### src/rtl/axi_err_bridge_pkg.sv
`timescale 1ns/1ps
package axi_err_bridge_pkg;

    typedef enum logic [3:0] {
        ST_IDLE,
        ST_RD_REQ,
        ST_RD_WAIT,
        ST_RD_PASS,
        ST_RD_DROP,
        ST_RD_ERR,
        ST_WR_REQ,
        ST_WR_DATA,
        ST_WR_DRAIN,
        ST_WR_WAIT,
        ST_WR_RESP
    } brg_state_t;

    localparam logic [1:0] BURST_INCR  = 2'b01;
    localparam logic [1:0] RESP_OKAY   = 2'b00;
    localparam logic [1:0] RESP_SLVERR = 2'b10;

    localparam int FLG_ILLEGAL = 0;
    localparam int FLG_TIMEOUT = 1;
    localparam int FLG_POISON  = 2;
    localparam int FLG_ABORT   = 3;
    localparam int FLG_COUNT   = 4;

endpackage

### src/rtl/brg_cpl_timer.sv
`timescale 1ns/1ps
module brg_cpl_timer #(
    parameter int TMO_W = 16
) (
    input  logic             clk,
    input  logic             rst_n,
    input  logic             run,
    input  logic [TMO_W-1:0] limit,
    output logic             expired
);
    localparam int CW = TMO_W + 1;

    logic [TMO_W-1:0] cnt_q;
    logic [CW-1:0]    cnt_next;
    logic [CW-1:0]    lim_ext;

    always_comb begin
        cnt_next = {1'b0, cnt_q} + CW'(1);
        lim_ext  = {1'b0, limit};
        expired  = run && (cnt_next >= lim_ext);
    end

    always_ff @(posedge clk) begin
        if (!rst_n || !run) begin
            cnt_q <= '0;
        end else if (!expired) begin
            cnt_q <= cnt_q + TMO_W'(1);
        end
    end
endmodule

### src/rtl/brg_beat_ctr.sv
`timescale 1ns/1ps
module brg_beat_ctr #(
    parameter int LEN_W = 8
) (
    input  logic             clk,
    input  logic             rst_n,
    input  logic             clear,
    input  logic             step,
    input  logic [LEN_W-1:0] len,
    output logic             at_last
);
    logic [LEN_W-1:0] beat_q;

    assign at_last = (beat_q == len);

    always_ff @(posedge clk) begin
        if (!rst_n || clear) begin
            beat_q <= '0;
        end else if (step && !at_last) begin
            beat_q <= beat_q + LEN_W'(1);
        end
    end
endmodule

### src/rtl/brg_irq_bank.sv
`timescale 1ns/1ps
module brg_irq_bank #(
    parameter int N = 4
) (
    input  logic         clk,
    input  logic         rst_n,
    input  logic [N-1:0] set,
    input  logic [N-1:0] clr,
    output logic [N-1:0] flags,
    output logic         any
);
    for (genvar i = 0; i < N; i++) begin : g_flag
        logic flag_q;
        always_ff @(posedge clk) begin
            if (!rst_n) begin
                flag_q <= 1'b0;
            end else if (set[i]) begin
                flag_q <= 1'b1;
            end else if (clr[i]) begin
                flag_q <= 1'b0;
            end
        end
        assign flags[i] = flag_q;
    end

    assign any = |flags;
endmodule

### src/rtl/axi_err_bridge.sv
`timescale 1ns/1ps
module axi_err_bridge
    import axi_err_bridge_pkg::*;
#(
    parameter int ADDR_W  = 32,
    parameter int DATA_W  = 32,
    parameter int LEN_W   = 8,
    parameter int TMO_W   = 16,
    parameter int NUM_IRQ = FLG_COUNT
) (
    input  logic               clk,
    input  logic               rst_n,
    input  logic [TMO_W-1:0]   tmo_limit,
    input  logic [NUM_IRQ-1:0] irq_clr,
    output logic [NUM_IRQ-1:0] irq_flags,
    output logic               irq,
    input  logic               awvalid,
    output logic               awready,
    input  logic [ADDR_W-1:0]  awaddr,
    input  logic [LEN_W-1:0]   awlen,
    input  logic [1:0]         awburst,
    input  logic               wvalid,
    output logic               wready,
    input  logic [DATA_W-1:0]  wdata,
    input  logic               wlast,
    output logic               bvalid,
    input  logic               bready,
    output logic [1:0]         bresp,
    input  logic               arvalid,
    output logic               arready,
    input  logic [ADDR_W-1:0]  araddr,
    input  logic [LEN_W-1:0]   arlen,
    input  logic [1:0]         arburst,
    output logic               rvalid,
    input  logic               rready,
    output logic [DATA_W-1:0]  rdata,
    output logic [1:0]         rresp,
    output logic               rlast,
    output logic               dreq_valid,
    input  logic               dreq_ready,
    output logic               dreq_write,
    output logic [ADDR_W-1:0]  dreq_addr,
    output logic [LEN_W-1:0]   dreq_len,
    output logic               dwd_valid,
    input  logic               dwd_ready,
    output logic [DATA_W-1:0]  dwd_data,
    output logic               dwd_last,
    input  logic               cpl_valid,
    output logic               cpl_ready,
    input  logic [DATA_W-1:0]  cpl_data,
    input  logic               cpl_last,
    input  logic               cpl_poison,
    input  logic               cpl_abort
);
    brg_state_t         state_q, state_d;
    logic [LEN_W-1:0]   len_q;
    logic [ADDR_W-1:0]  addr_q;
    logic [1:0]         bresp_q;
    logic [NUM_IRQ-1:0] flag_set;
    logic               tmo_exp;
    logic               beat_last;
    logic               r_hs;
    logic               cpl_bad;

    assign r_hs    = rvalid && rready;
    assign cpl_bad = cpl_poison || cpl_abort;

    brg_cpl_timer #(.TMO_W(TMO_W)) u_timer (
        .clk     (clk),
        .rst_n   (rst_n),
        .run     (state_q == ST_RD_WAIT),
        .limit   (tmo_limit),
        .expired (tmo_exp)
    );

    brg_beat_ctr #(.LEN_W(LEN_W)) u_beats (
        .clk     (clk),
        .rst_n   (rst_n),
        .clear   (state_q == ST_IDLE),
        .step    (r_hs),
        .len     (len_q),
        .at_last (beat_last)
    );

    brg_irq_bank #(.N(NUM_IRQ)) u_irq (
        .clk   (clk),
        .rst_n (rst_n),
        .set   (flag_set),
        .clr   (irq_clr),
        .flags (irq_flags),
        .any   (irq)
    );

    // State register and captured burst context
    always_ff @(posedge clk) begin
        if (!rst_n) begin
            state_q <= ST_IDLE;
            len_q   <= '0;
            addr_q  <= '0;
            bresp_q <= RESP_OKAY;
        end else begin
            state_q <= state_d;
            if (state_q == ST_IDLE) begin
                if (arvalid) begin
                    len_q  <= arlen;
                    addr_q <= araddr;
                end else if (awvalid) begin
                    len_q   <= awlen;
                    addr_q  <= awaddr;
                    bresp_q <= (awburst == BURST_INCR) ? RESP_OKAY : RESP_SLVERR;
                end
            end else if (state_q == ST_WR_WAIT && cpl_valid) begin
                bresp_q <= cpl_abort ? RESP_SLVERR : RESP_OKAY;
            end
        end
    end

    // Next-state logic
    always_comb begin
        state_d = state_q;
        unique case (state_q)
            ST_IDLE: begin
                if (arvalid) begin
                    state_d = (arburst == BURST_INCR) ? ST_RD_REQ : ST_RD_ERR;
                end else if (awvalid) begin
                    state_d = (awburst == BURST_INCR) ? ST_WR_REQ : ST_WR_DRAIN;
                end
            end
            ST_RD_REQ:   if (dreq_ready) state_d = ST_RD_WAIT;
            ST_RD_WAIT: begin
                if (cpl_valid) begin
                    state_d = cpl_bad ? ST_RD_DROP : ST_RD_PASS;
                end else if (tmo_exp) begin
                    state_d = ST_RD_ERR;
                end
            end
            ST_RD_PASS:  if (r_hs && beat_last) state_d = ST_IDLE;
            ST_RD_ERR:   if (r_hs && beat_last) state_d = ST_IDLE;
            ST_RD_DROP:  if (cpl_valid && cpl_last) state_d = ST_RD_ERR;
            ST_WR_REQ:   if (dreq_ready) state_d = ST_WR_DATA;
            ST_WR_DATA:  if (wvalid && dwd_ready && wlast) state_d = ST_WR_WAIT;
            ST_WR_DRAIN: if (wvalid && wlast) state_d = ST_WR_RESP;
            ST_WR_WAIT:  if (cpl_valid) state_d = ST_WR_RESP;
            ST_WR_RESP:  if (bready) state_d = ST_IDLE;
            default:     state_d = ST_IDLE;
        endcase
    end

    // Output and flag-set logic
    always_comb begin
        arready    = 1'b0;
        awready    = 1'b0;
        wready     = 1'b0;
        bvalid     = 1'b0;
        bresp      = RESP_OKAY;
        rvalid     = 1'b0;
        rdata      = '0;
        rresp      = RESP_OKAY;
        rlast      = 1'b0;
        dreq_valid = 1'b0;
        dreq_write = 1'b0;
        dreq_addr  = addr_q;
        dreq_len   = len_q;
        dwd_valid  = 1'b0;
        dwd_data   = wdata;
        dwd_last   = wlast;
        cpl_ready  = 1'b0;
        flag_set   = '0;
        unique case (state_q)
            ST_IDLE: begin
                arready   = 1'b1;
                awready   = !arvalid;
                cpl_ready = 1'b1;
                if (arvalid) begin
                    flag_set[FLG_ILLEGAL] = (arburst != BURST_INCR);
                end else if (awvalid) begin
                    flag_set[FLG_ILLEGAL] = (awburst != BURST_INCR);
                end
            end
            ST_RD_REQ: begin
                dreq_valid = 1'b1;
                cpl_ready  = 1'b1;
            end
            ST_RD_WAIT: begin
                if (cpl_valid) begin
                    flag_set[FLG_POISON] = cpl_poison;
                    flag_set[FLG_ABORT]  = !cpl_poison && cpl_abort;
                end else begin
                    flag_set[FLG_TIMEOUT] = tmo_exp;
                end
            end
            ST_RD_PASS: begin
                rvalid    = cpl_valid;
                rdata     = cpl_data;
                rresp     = RESP_OKAY;
                rlast     = cpl_valid && beat_last;
                cpl_ready = rready;
            end
            ST_RD_DROP: begin
                cpl_ready = 1'b1;
            end
            ST_RD_ERR: begin
                rvalid    = 1'b1;
                rresp     = RESP_SLVERR;
                rlast     = beat_last;
                cpl_ready = 1'b1;
            end
            ST_WR_REQ: begin
                dreq_valid = 1'b1;
                dreq_write = 1'b1;
                cpl_ready  = 1'b1;
            end
            ST_WR_DATA: begin
                dwd_valid = wvalid;
                wready    = dwd_ready;
            end
            ST_WR_DRAIN: begin
                wready    = 1'b1;
                cpl_ready = 1'b1;
            end
            ST_WR_WAIT: begin
                cpl_ready = 1'b1;
                flag_set[FLG_ABORT] = cpl_valid && cpl_abort;
            end
            ST_WR_RESP: begin
                bvalid    = 1'b1;
                bresp     = bresp_q;
                cpl_ready = 1'b1;
            end
            default: ;
        endcase
    end
endmodule

### config.mk
export PLATFORM = sky130hd
export DESIGN_NAME = axi_err_bridge
export DESIGN_NICKNAME = d
export VERILOG_FILES = /design/src/rtl/axi_err_bridge_pkg.sv /design/src/rtl/brg_cpl_timer.sv /design/src/rtl/brg_beat_ctr.sv /design/src/rtl/brg_irq_bank.sv /design/src/rtl/axi_err_bridge.sv
export SDC_FILE = /design/constraint.sdc
export NUM_CORES = 1
export LEC_CHECK = 0
export CAP_MARGIN = 20
export CORE_AREA = 2 2 119 121
export CTS_BUF_LIST = sky130_fd_sc_hd__clkbuf_2
export CTS_CLUSTER_SIZE = 25
export DETAILED_ROUTE_END_ITERATION = 10
export DIE_AREA = 0 0 121 123
export MAX_ROUTING_LAYER = met4
export PLACE_DENSITY = 0.84
export SYNTH_ARGS = -nofsm -noshare
export SYNTH_HDL_FRONTEND = slang
export SYNTH_SLANG_ARGS = --single-unit
### constraint.sdc
create_clock -name clk -period 6.25 [get_ports clk]
set_clock_uncertainty 0.2 [all_clocks]
set_input_delay 1.5625 -clock clk [delete_from_list [all_inputs] [get_ports clk]]
set_output_delay 1.5625 -clock clk [all_outputs]
set_load 0.005 [all_outputs]
Word level (Yosys, flattened, before mapping)
Index checks and enable logic that the tools add are counted. W data, S select, Z words.

Word-level logic and storage cells: 129. Input bits: 182. Output and inout bits: 124. Register bits: 74.

Equal/unequal tests: 27. Mux-type cells: 54. $add $sub $neg: 3. Magnitude comparators: 1. Reduce and logical (&&, ||, !) cells: 34.

Operators by type and width (count): $mux W32 (3); $mux W4 (13); $pmux W4 S10 (1); $mux W2 (10); $mux W1 (18); $ne A2 B2 Y1 const B (9); $add A16 B1 Y17 const B (1); $ge A17 B16 Y1 (1); $add A16 B1 Y16 const B (1); $eq A4 B3 Y1 const B (4); $mux W8 (2); $eq A4 B4 Y1 const B (3); $logic_and A1 B1 Y1 (12); $reduce_bool A2 Y1 (6); $pmux W1 S2 (5); $reduce_and A10 Y1 (1); $add A8 B1 Y8 const B (1); $eq A4 B2 Y1 const B (2); $eq A8 B8 Y1 (1); $reduce_or A8 Y1 (1); $mux W3 (2); $ne A2 B1 Y1 const B (3); $ne A3 B3 Y1 const B (2); $logic_not A1 Y1 (5); 8 further kinds (12).

Longest topological paths before layout
Depth after elaboration: 6. Depth in mapped cells: 15. Mapped depth without buffers: 13.

By module
From an unflattened synthesis, not the netlist that was laid out.

Cells, all modules: 594. Area, all modules: 4953.5 um2.

By module, submodules not included: axi_err_bridge (cells each 353, area each 2932.8 um2, instances 1); brg_cpl_timer (cells each 171, area each 1366.3 um2, instances 1); brg_beat_ctr (cells each 53, area each 481.7 um2, instances 1); brg_irq_bank (cells each 17, area each 172.7 um2, instances 1).

Least setup slack after synthesis
No wires, ideal clock.

Path kind: input port to output port. Start point: input cpl_valid. End point: output rlast. Path slack: 2.047 ns. Stages: 5. Path buffers: 1. Data required time: 4.487 ns. Arrival: 2.440 ns. Path through: clkbuf_1 nand2_1 mux2_2 nor2_1 and3_1.

Longest elaborated chain between the ends: 2.

Ends and longest elaborated chain: start, declared (line axi_err_bridge.sv:48) `input logic cpl_valid,`; $logic_and A1 B1 Y1 (line axi_err_bridge.sv:196) `rlast = cpl_valid && beat_last;`; $pmux W1 S2 (line axi_err_bridge.sv:169) `unique case (state_q)`; end, declared (line axi_err_bridge.sv:38) `output logic rlast,`.

Every way passes these cells.

Worst setup path in the final report
Same ends and word-level chain as after synthesis.

==> impl_metrics.env <==
export IMPL_post_cts_setup_buffers=0
export IMPL_syn_mean_instance_area_um2=8.504
export IMPL_cp_max_fo=8
export IMPL_tns_ps=0
export IMPL_wl_per_cell_um=14.77
export IMPL_dp_cells=934
export IMPL_fillers=1258
export IMPL_max_cap_violations=0
export IMPL_async_flop_share_pct=0
export IMPL_finalCritPeriodShare_pct=84.01
export IMPL_fp_dieW_um=121
export IMPL_clockBufferDepth=2
export IMPL_wirelength_um=14050
export IMPL_grtUsageTotal_pct=18.41
export IMPL_dp_hpwl_um=11110
export IMPL_io_pins=306
export IMPL_start_kind="input pin"
export IMPL_cts_root_buf="clkbuf_2"
export IMPL_ys_seq_area_share_pct=29.38
export IMPL_drive_gt1_share_pct=5.065
export IMPL_ys_warn_count=0
export IMPL_grt_ovfl_total=0
export IMPL_layout_common_cells="clkdlybuf4s50_1 (237), dfxtp_1 (73), nand2_1 (64)"
export IMPL_r2r_cells=13
export IMPL_coreArea_mm2=0.01361
export IMPL_fmax_ghz=0.1905
export IMPL_grt_pass1_vias=4257
export IMPL_htree_levels=3
export IMPL_rr_endpoint="u_timer.cnt_q[7]$_SDFFE_PP0N_"
export IMPL_p_per_area_mw_per_mm2=270.5
export IMPL_timing_final_max_slew_violations=0
export IMPL_synth_edf_count=0
export IMPL_cts_tree="done"
export IMPL_path_class="input pin to output pin"
export IMPL_finalSetupViolCount=0
export IMPL_endpoint="rlast"
export IMPL_core_rowCount=43
export IMPL_relSlewSlack_pct=43.59
export IMPL_ys_types=58
export IMPL_synth_top_flop_cell="dfxtp_1"
export IMPL_critical_path_startpoint="cpl_valid"
export IMPL_synthTopCellsByArea="dfxtp_1 (29%), mux2i_1 (9.5%), o211a_1 (8.0%)"
export IMPL_clk_latency_ps=510
export IMPL_die_y_um=123
export IMPL_num_nets_final=965
export IMPL_die_area_mm2=0.01488
export IMPL_leakage_nw=3.247
export IMPL_hold_viol=0
export IMPL_portBuffers=239
export IMPL_cts_sinks=73
export IMPL_regToRegSetupSlack_ps=1890
export IMPL_layout_commonest_cell="clkdlybuf4s50_1"
export IMPL_antenna_found_initial=0
export IMPL_cts_hold_buf=0
export IMPL_synth_top_area_share_pct=29.38
export IMPL_drt_iter0_markers=207
export IMPL_drt_first_pass_iters=4
export IMPL_rsz0062_at_grt="no"
export IMPL_vias_per_cell=4.891
export IMPL_min_path_type="register to register"
export IMPL_ir_worst_vdd_v=0.0001426
export IMPL_endpoint_kind="output pin"
export IMPL_syn_to_final_growth_pct=46.05
export IMPL_synth_largest_area_cell="dfxtp_1"
export IMPL_syn_inst=585
export IMPL_grt_max_degree=55
export IMPL_reg2reg_from="u_timer.cnt_q[0]$_SDFFE_PP0N_"
export IMPL_drc=0
export IMPL_start_util_pct=36.55
export IMPL_cp_required_ps=4490
export IMPL_ant_nets=0
export IMPL_finalCriticalPeriod_ps=5250
export IMPL_vias=4651
export IMPL_cts_buffers=9
export IMPL_tightest_slew_ps=844.1
export IMPL_status="finished clean"
export IMPL_clk_pin_slew_ps=220
export IMPL_grt_pass1_wl_um=21200
export IMPL_layout_cells_non_filler=951
export IMPL_gp_congestion=0.8503
export IMPL_ctsResizeCount=0
export IMPL_synth_seq_cells=73
export IMPL_arrival_ps=3490
export IMPL_netlist_area_mm2=0.004975
## cells in the mapped netlist (all sizes together), types with 2 or more instances
master / number
a2111oi: 2
a211oi: 2
a21oi: 24
a221oi: 2
a32oi: 4
and2: 40
and3: 5
and4: 2
buf: 56
clkbuf: 19
dfxtp: 73
ha: 18
inv: 26
mux2i: 47
nand2: 64
nand2b: 3
nand3: 12
nand4: 7
nor2: 25
nor2b: 9
nor3: 10
nor3b: 2
nor4: 2
o211a: 40
o211ai: 2
o21a: 2
o21ai: 16
o22ai: 2
o31ai: 4
or2: 5
or3: 8
or4: 5
xnor2: 8
xor2: 25
## report_power, final
| group | switching [mW] | internal [mW] |
|---|---|---|
| Clock | 0.178 | 0.0544 |
| Combinational | 0.439 | 0.567 |
| Sequential | 0.124 | 0.602 |
## how the worst min path moves through the flow
stage / cells past startpoint / endpoint / startpoint / slack (ps)
finish: 2 / u_beats.beat_q[7]$_SDFFE_PP0P_ / u_beats.beat_q[7]$_SDFFE_PP0P_ / 320
global route: 2 / u_beats.beat_q[7]$_SDFFE_PP0P_ / u_beats.beat_q[7]$_SDFFE_PP0P_ / 350
CTS: 2 / u_beats.beat_q[7]$_SDFFE_PP0P_ / u_beats.beat_q[7]$_SDFFE_PP0P_ / 330
detailed placement: 1 / dreq_addr[3]$_SDFFE_PN0P_ / dreq_addr[3]$_SDFFE_PN0P_ / 290
global placement: 1 / dreq_addr[16]$_SDFFE_PN0P_ / dreq_addr[16]$_SDFFE_PN0P_ / 280
floorplan: 2 / u_beats.beat_q[7]$_SDFFE_PP0P_ / u_beats.beat_q[7]$_SDFFE_PP0P_ / 270
## per-stage QoR
stage	hold WS [ps]	worst slack (ps)	utilization [%]	cell area, µm²	power (mW)
2_1_floorplan	266.5	2047	-	4979	1.250
3_3_place_gp	277.5	1058	52.67	7169	1.738
3_5_place_dp	285.7	999.1	52.67	7169	1.752
4_1_cts	325.1	983.0	53.36	7263	1.991
5_1_grt	345.8	895.4	53.36	7263	2.108
6_report	324.4	999.6	53.38	7266	1.966
## final cells by class
type | instances | area [µm²] | share of cell area [%]
Inverter | 26 | 97.59 | 1.343
Timing Repair Buffer | 243 | 2412 | 33.20
Multi-Input combinational cell | 412 | 2973 | 40.92
Clock inverter | 6 | 43.79 | 0.6027
Tap cell | 180 | 225.2 | 3.100
Clock buffer | 10 | 50.05 | 0.6888
Antenna cell | 1 | 2.502 | 0.03444
Sequential cell | 73 | 1461 | 20.11
## layer usage
| layer | part of all wire [%] | vias up | track usage [%] |
|---|---|---|---|
| met2 | 48 | 175 | 29.28 |
| met3 | 7.1 | 16 | 3.875 |
| met1 | 44 | 2088 | 23.69 |
| li1 | - | 2372 | - |
| met5 | 0 | - | - |
| met4 | 1.5 | 0 | 5.305 |
## logic make-up after synthesis
| logic type | share of synthesized area [%] |
|---|---|
| flops | 29.38 |
| simple gates | 21.58 |
| xor+xnor | 5.810 |
| fa+ha+maj | 4.527 |
| other cells | 0.07538 |
| compound gates | 17.76 |
| mux | 9.683 |
| buf+inv | 11.19 |
## sequential cells by signal, indices dropped and copies added (netlist names)
name                 count
bresp_q                  1
dreq_addr               32
dreq_len                 8
state_q                  4
u_beats.beat_q           8
u_irq.g_flag.flag_q      4
u_timer.cnt_q           16
## worst max-delay path: stages
cell	delay (ps)
clkdlybuf4s50_1	640
nand2_1	80
mux2_2	320
nor2_1	190
and3_1	190
clkdlybuf4s50_1	500
No activity file was read; power rests on OpenSTA's default activity.
